### src/rtl/i2cb_pkg.sv
// Package: shared types and helpers for the I2C byte shifter.
// Assumes the chain is one data byte (parameterised) plus one acknowledge bit.
package i2cb_pkg;

    // Source selected for the drive buffer on a falling clock strobe
    typedef enum logic [1:0] {
        SRC_KEEP    = 2'd0,
        SRC_DATA    = 2'd1,
        SRC_ACK     = 2'd2,
        SRC_RELEASE = 2'd3
    } buf_src_e;

    // Picks the buffer source from the number of rising strobes seen in this byte
    function automatic buf_src_e pick_src(input int unsigned rises, input int unsigned width);
        if (rises == 0)
            return SRC_KEEP;
        else if (rises < width)
            return SRC_DATA;
        else if (rises == width)
            return SRC_ACK;
        else
            return SRC_RELEASE;
    endfunction

endpackage

### src/rtl/i2cb_cpu_gate.sv
// Module: processor access gate.
// Accepts a byte load only while the shift path is frozen (hold high).
// A load attempted while shifting is dropped and latches a sticky error flag.
module i2cb_cpu_gate (
    input  logic clk,
    input  logic rst_n,
    input  logic xfer_hold,
    input  logic cpu_wr,
    output logic load_ok,
    output logic wr_err
);

    // Accepted load strobe
    always_comb begin
        load_ok = cpu_wr & xfer_hold;
    end

    // Sticky record of a load made during shifting
    always_ff @(posedge clk) begin
        if (!rst_n)
            wr_err <= 1'b0;
        else if (cpu_wr && !xfer_hold)
            wr_err <= 1'b1;
    end

endmodule

### src/rtl/i2cb_shift_chain.sv
// Module: data register plus acknowledge flag, one shift chain of DATA_W+1 bits.
// Shifts left on an enabled rising strobe, taking the line level at the
// acknowledge end. Counts rising strobes per byte; the count restarts on a
// load and wraps from the last slot back to the first bit of a new byte.
module i2cb_shift_chain #(
    parameter int unsigned DATA_W = 8,
    localparam int unsigned CNT_W = $clog2(DATA_W + 2)
) (
    input  logic              clk,
    input  logic              rst_n,
    input  logic              load,
    input  logic [DATA_W-1:0] load_data,
    input  logic              shift,
    input  logic              line_bit,
    output logic [DATA_W-1:0] data_q,
    output logic              ack_q,
    output logic [CNT_W-1:0]  rises_q
);

    localparam logic [CNT_W-1:0] LAST_SLOT = CNT_W'(DATA_W + 1);
    localparam logic [CNT_W-1:0] FIRST_BIT = CNT_W'(1);

    logic [CNT_W-1:0] rises_nxt;

    // Next strobe count, wrapping after the acknowledge slot
    always_comb begin
        if (rises_q == LAST_SLOT)
            rises_nxt = FIRST_BIT;
        else
            rises_nxt = rises_q + FIRST_BIT;
    end

    // Data register: loaded by the processor or shifted through the acknowledge flag
    always_ff @(posedge clk) begin
        if (!rst_n)
            data_q <= '0;
        else if (load)
            data_q <= load_data;
        else if (shift)
            data_q <= {data_q[DATA_W-2:0], ack_q};
    end

    // Acknowledge flag: hidden tail of the chain, fed from the line
    always_ff @(posedge clk) begin
        if (!rst_n)
            ack_q <= 1'b0;
        else if (shift && !load)
            ack_q <= line_bit;
    end

    // Rising strobe count of the current byte
    always_ff @(posedge clk) begin
        if (!rst_n)
            rises_q <= '0;
        else if (load)
            rises_q <= '0;
        else if (shift)
            rises_q <= rises_nxt;
    end

endmodule

### src/rtl/i2cb_drive_buf.sv
// Module: one-bit drive buffer for the serial data line.
// Loaded from the top data bit when the processor loads a byte; on each enabled
// falling strobe it takes the next outgoing bit, the acknowledge drive level or
// the released level, depending on how many rising strobes the byte has seen.
module i2cb_drive_buf
    import i2cb_pkg::*;
#(
    parameter int unsigned DATA_W = 8,
    localparam int unsigned CNT_W = $clog2(DATA_W + 2)
) (
    input  logic             clk,
    input  logic             rst_n,
    input  logic             load,
    input  logic             load_bit,
    input  logic             advance,
    input  logic [CNT_W-1:0] rises,
    input  logic             data_msb,
    input  logic             ack_slot,
    output logic             drv_q
);

    buf_src_e src;

    // Selects what the next falling strobe puts on the line
    always_comb begin
        src = pick_src(int'(rises), DATA_W);
    end

    // Drive buffer register, released (1) after reset
    always_ff @(posedge clk) begin
        if (!rst_n)
            drv_q <= 1'b1;
        else if (load)
            drv_q <= load_bit;
        else if (advance) begin
            case (src)
                SRC_DATA:    drv_q <= data_msb;
                SRC_ACK:     drv_q <= ack_slot;
                SRC_RELEASE: drv_q <= 1'b1;
                default:     drv_q <= drv_q;
            endcase
        end
    end

endmodule

### src/rtl/i2cb_byte_shifter.sv
// Module: top of the I2C byte datapath.
// Combines the processor gate, the DATA_W+1 bit shift chain and the drive buffer.
// Assumes single-cycle edge strobes that are never both high in one cycle, and a
// hold input that is high exactly while the serial interrupt flag is set.
module i2cb_byte_shifter #(
    parameter int unsigned DATA_W = 8,
    localparam int unsigned CNT_W = $clog2(DATA_W + 2)
) (
    input  logic              clk,
    input  logic              rst_n,
    input  logic              xfer_hold,
    input  logic              cpu_wr,
    input  logic [DATA_W-1:0] cpu_wdata,
    output logic [DATA_W-1:0] cpu_rdata,
    input  logic              scl_rise,
    input  logic              scl_fall,
    input  logic              sda_in,
    input  logic              ack_slot,
    output logic              sda_drv,
    output logic              ack_valid,
    output logic              ack_rx,
    output logic              wr_err
);

    localparam logic [CNT_W-1:0] DONE_CNT = CNT_W'(DATA_W + 1);

    logic             load_ok;
    logic             shift_en;
    logic             fall_en;
    logic [DATA_W-1:0] data_q;
    logic             ack_q;
    logic [CNT_W-1:0] rises_q;

    // Strobes are honoured only while the path is not frozen
    always_comb begin
        shift_en = scl_rise & ~xfer_hold;
        fall_en  = scl_fall & ~xfer_hold;
    end

    i2cb_cpu_gate u_gate (
        .clk       (clk),
        .rst_n     (rst_n),
        .xfer_hold (xfer_hold),
        .cpu_wr    (cpu_wr),
        .load_ok   (load_ok),
        .wr_err    (wr_err)
    );

    i2cb_shift_chain #(.DATA_W(DATA_W)) u_chain (
        .clk       (clk),
        .rst_n     (rst_n),
        .load      (load_ok),
        .load_data (cpu_wdata),
        .shift     (shift_en),
        .line_bit  (sda_in),
        .data_q    (data_q),
        .ack_q     (ack_q),
        .rises_q   (rises_q)
    );

    i2cb_drive_buf #(.DATA_W(DATA_W)) u_buf (
        .clk      (clk),
        .rst_n    (rst_n),
        .load     (load_ok),
        .load_bit (cpu_wdata[DATA_W-1]),
        .advance  (fall_en),
        .rises    (rises_q),
        .data_msb (data_q[DATA_W-1]),
        .ack_slot (ack_slot),
        .drv_q    (sda_drv)
    );

    // Status outputs: byte readback and received acknowledge once sampled
    always_comb begin
        cpu_rdata = data_q;
        ack_valid = (rises_q == DONE_CNT);
        ack_rx    = ack_q & ack_valid;
    end

endmodule

### config.mk
export PLATFORM = sky130hd
export DESIGN_NAME = i2cb_byte_shifter
export DESIGN_NICKNAME = d
export VERILOG_FILES = /design/src/rtl/i2cb_pkg.sv /design/src/rtl/i2cb_cpu_gate.sv /design/src/rtl/i2cb_shift_chain.sv /design/src/rtl/i2cb_drive_buf.sv /design/src/rtl/i2cb_byte_shifter.sv
export SDC_FILE = /design/constraint.sdc
export NUM_CORES = 1
export LEC_CHECK = 0
export ABC_AREA = 0
export CAP_MARGIN = 0
export CORE_MARGIN = 2
export CORE_UTILIZATION = 46
export DETAILED_ROUTE_END_ITERATION = 16
export PLACE_DENSITY = 0.82
export SLEW_MARGIN = 20
export SYNTH_ARGS = -nofsm -noshare
export SYNTH_HDL_FRONTEND = slang
export SYNTH_SLANG_ARGS = --single-unit
### constraint.sdc
create_clock -name clk -period 2.29 [get_ports clk]
set_input_delay 0.3435 -clock clk [delete_from_list [all_inputs] [get_ports clk]]
set_output_delay 0.3435 -clock clk [all_outputs]
set_load 0.02 [all_outputs]
==> metrics.txt <==
Post-synth EDFFs=0; FMAX=approximately 480 MHz; htree depth=1; Worst EP arrival=1.73 ns; type of origin of the critical path=flip-flop; initial core utilization=0.498; Buffers & Inverters on Critical Path=2; fin nets=roughly 130; Max-Slew Margin vs Limit=0.718; dominant synthesized flop cell=dfxtp_1; post-CTS setup buffer count=0; Synth cell types=30; Post-DP Area=~1000 µm²; Worst Min Path Start=u_chain.data_q[5]$_SDFFE_PN0P_; status=finished, final reports clean; Ports=28; CP Cell Sequence=nand3_1 > inv_1 > and2_1 > clkdlybuf4s50_1; vias in the first global route=~630; Mapped Cells=87; Iteration-0 DRC Markers=15; TritonCTS clock tree=yes; GPL Wtd Cong=0.781; power per cell area=520 nW/µm²; Static Leak=0.000412 µW; critical path's top delay family=buffers and inverters; mapped cell area=768 µm²; Largest stage delay, worst path=0.59 ns; design area=1050 µm²; Peak VDD IR=0.441 mV; clock latency on the worst-skew pair=around 0.28 ns; CTS buffer count=3; routed vias=704; Final Critical Period=2.07 ns; # DRC=0; Setup TNS=0 ns; Longest Clk Path Bufs=2; # diodes=0; Clock Skew=~0.0080 ns; worst hold stages=2; global route total overflow=0; post-route clock period utilization=0.904; Worst Reg2Reg Path Length in Cells=5; Placed Cells=125; Setup crit start=u_chain.rises_q[3]$_SDFFE_PP0P_; # fillers=about 130; core footprint=1540 µm²; sequential fraction of the synthesis area=0.391; largest net degree at the start of global routing=11; Antenna Nets Post-Route=0; Final setup viols=0; worst hold slack=0.475 ns; layout cells sized above 1=0.0531; Port Buf Inserts=27; Crit Path Class=reg2out; Worst path slowest cell=clkdlybuf4s50_1; Slew Limit Fails=0; Die Span Y=~45 µm; Max Cap Viol=0; FP Rows=14; DIE AREA=2010 µm²; RSZ-0062 raised after global routing=no; cell depth of the worst setup path=4; Critical Path End Type=output pin; die width=approximately 45 µm; DPL Wire Length=1.24 mm; first-pass GRT wire length=2.64 mm; Non-Filler Instances=around 130; CP Data Required Time=1.95 ns; clock root cell=clkbuf_4; worst r2r src=u_chain.rises_q[0]$_SDFFE_PP0P_; worst-margin pin slew=0.412 ns; Pre-antenna DRT Iters=4; yosys warns=0; Worst-path clk slew=0.10 ns; Routed WL per cell=approximately 13 µm; #FFs+latches synth=15; initial antenna violation count=0; Vias/cell=5.46; CTS Sinks=15; asr flop ratio synth=0; Hold Violations, Final=0; Syn-to-layout area delta=36.5%; Global Route Usage Sum=0.174; Worst Hold Class=reg2reg; WL final=1.61 mm; Post-CTS Resized=0; Mapped Nets=about 110; syn_area_per_cell=8.83 µm²; # hold bufs at CTS=0; Max FO, Critical Path=8
[sequential cells by signal (all words and copies together) (netlist names)]
name	count
u_chain.data_q	8
u_buf.drv_q	1
u_gate.wr_err	1
u_chain.rises_q	4
u_chain.ack_q	1
[layout make-up]
class,instances,area [µm²],share of cell area
Clock buffer,3,22.5,0.0215
Clock inverter,1,5.00,0.00477
Multi-Input combinational cell,62,412,0.393
Timing Repair Buffer,27,270,0.258
Tap cell,16,20.0,0.0191
Inverter,5,18.8,0.0179
Sequential cell,15,300,0.286
[per-stage QoR]
stage / utilization / setup WS [ns] / power (µW)
floorplan: - / 0.936 / 349
global placement: 0.662 / 0.506 / 399
detailed placement: 0.662 / 0.481 / 401
CTS: 0.680 / 0.217 / 551
global route: 0.680 / 0.154 / 570
finish: 0.680 / 0.221 / 545
[final timing paths]
path,endpoint,slack [ns]
worst max-delay path,ack_rx,0.22
worst min-delay path,u_chain.data_q[5]$_SDFFE_PN0P_,0.47
worst max register to register,u_buf.drv_q$_SDFFE_PN1P_,0.78
worst min register to register,u_chain.data_q[5]$_SDFFE_PN0P_,0.47
[logic make-up (layout without fill, tap and decap cells)]
logic type	Yosys count	count (layout)	share of synthesized area
flops	15	15	0.391
xor+xnor	2	2	0.0228
mux	5	5	0.0651
fa+ha+maj	2	2	0.0326
compound gates	23	23	0.197
simple gates	30	30	0.218
buf+inv	10	36	0.0733
[tightest hold or removal path, stage by stage, from the launching register on]
cell and delay, ns:
dfxtp_1 0.33, nand2_1 0.05, a21oi_1 0.05
[power by group]
| part | switching, µW | internal, µW | leakage, µW |
|---|---|---|---|
| sequential | 9.92 | 274 | 0.000123 |
| clock | 86.5 | 64.7 | 0.0000177 |
| combinational | 49.9 | 60.5 | 0.000271 |
[Yosys cell counts (all sizes together), types with 2 or more instances]
master   n  share of area
a211oi   3          0.029
a21oi   10          0.065
a22oi    5          0.049
and2     2          0.016
buf      3          0.039
clkbuf   2         0.0098
dfxtp   15           0.39
ha       2          0.033
inv      4          0.020
mux2i    5          0.065
nand2    9          0.044
nand3b   2          0.036
nor2     8          0.039
nor2b    4          0.042
xnor2    2          0.023
[cells in the final DEF, fill, tap and decap left out, types with 2 or more instances in the layout]
cell and instances:
a211oi_1 3, a21oi_1 10, a22oi_1 5, clkbuf_4 3, clkdlybuf4s50_1 27, dfxtp_1 15
ha_1 2, inv_1 4, mux2i_1 5, nand2_1 9, nor2_1 8, nor2b_1 3
xnor2_1 2
[per-layer routing]
layer / vias to the layer above / global-route usage / routed length (µm)
met5: - / 0 / 0
li1: 356 / - / -
met3: 2 / 0.0280 / 123
met2: 24 / 0.290 / 752
met1: 322 / 0.233 / 723
met4: 0 / 0.0529 / 14
Power figures use the tool's default switching activity.
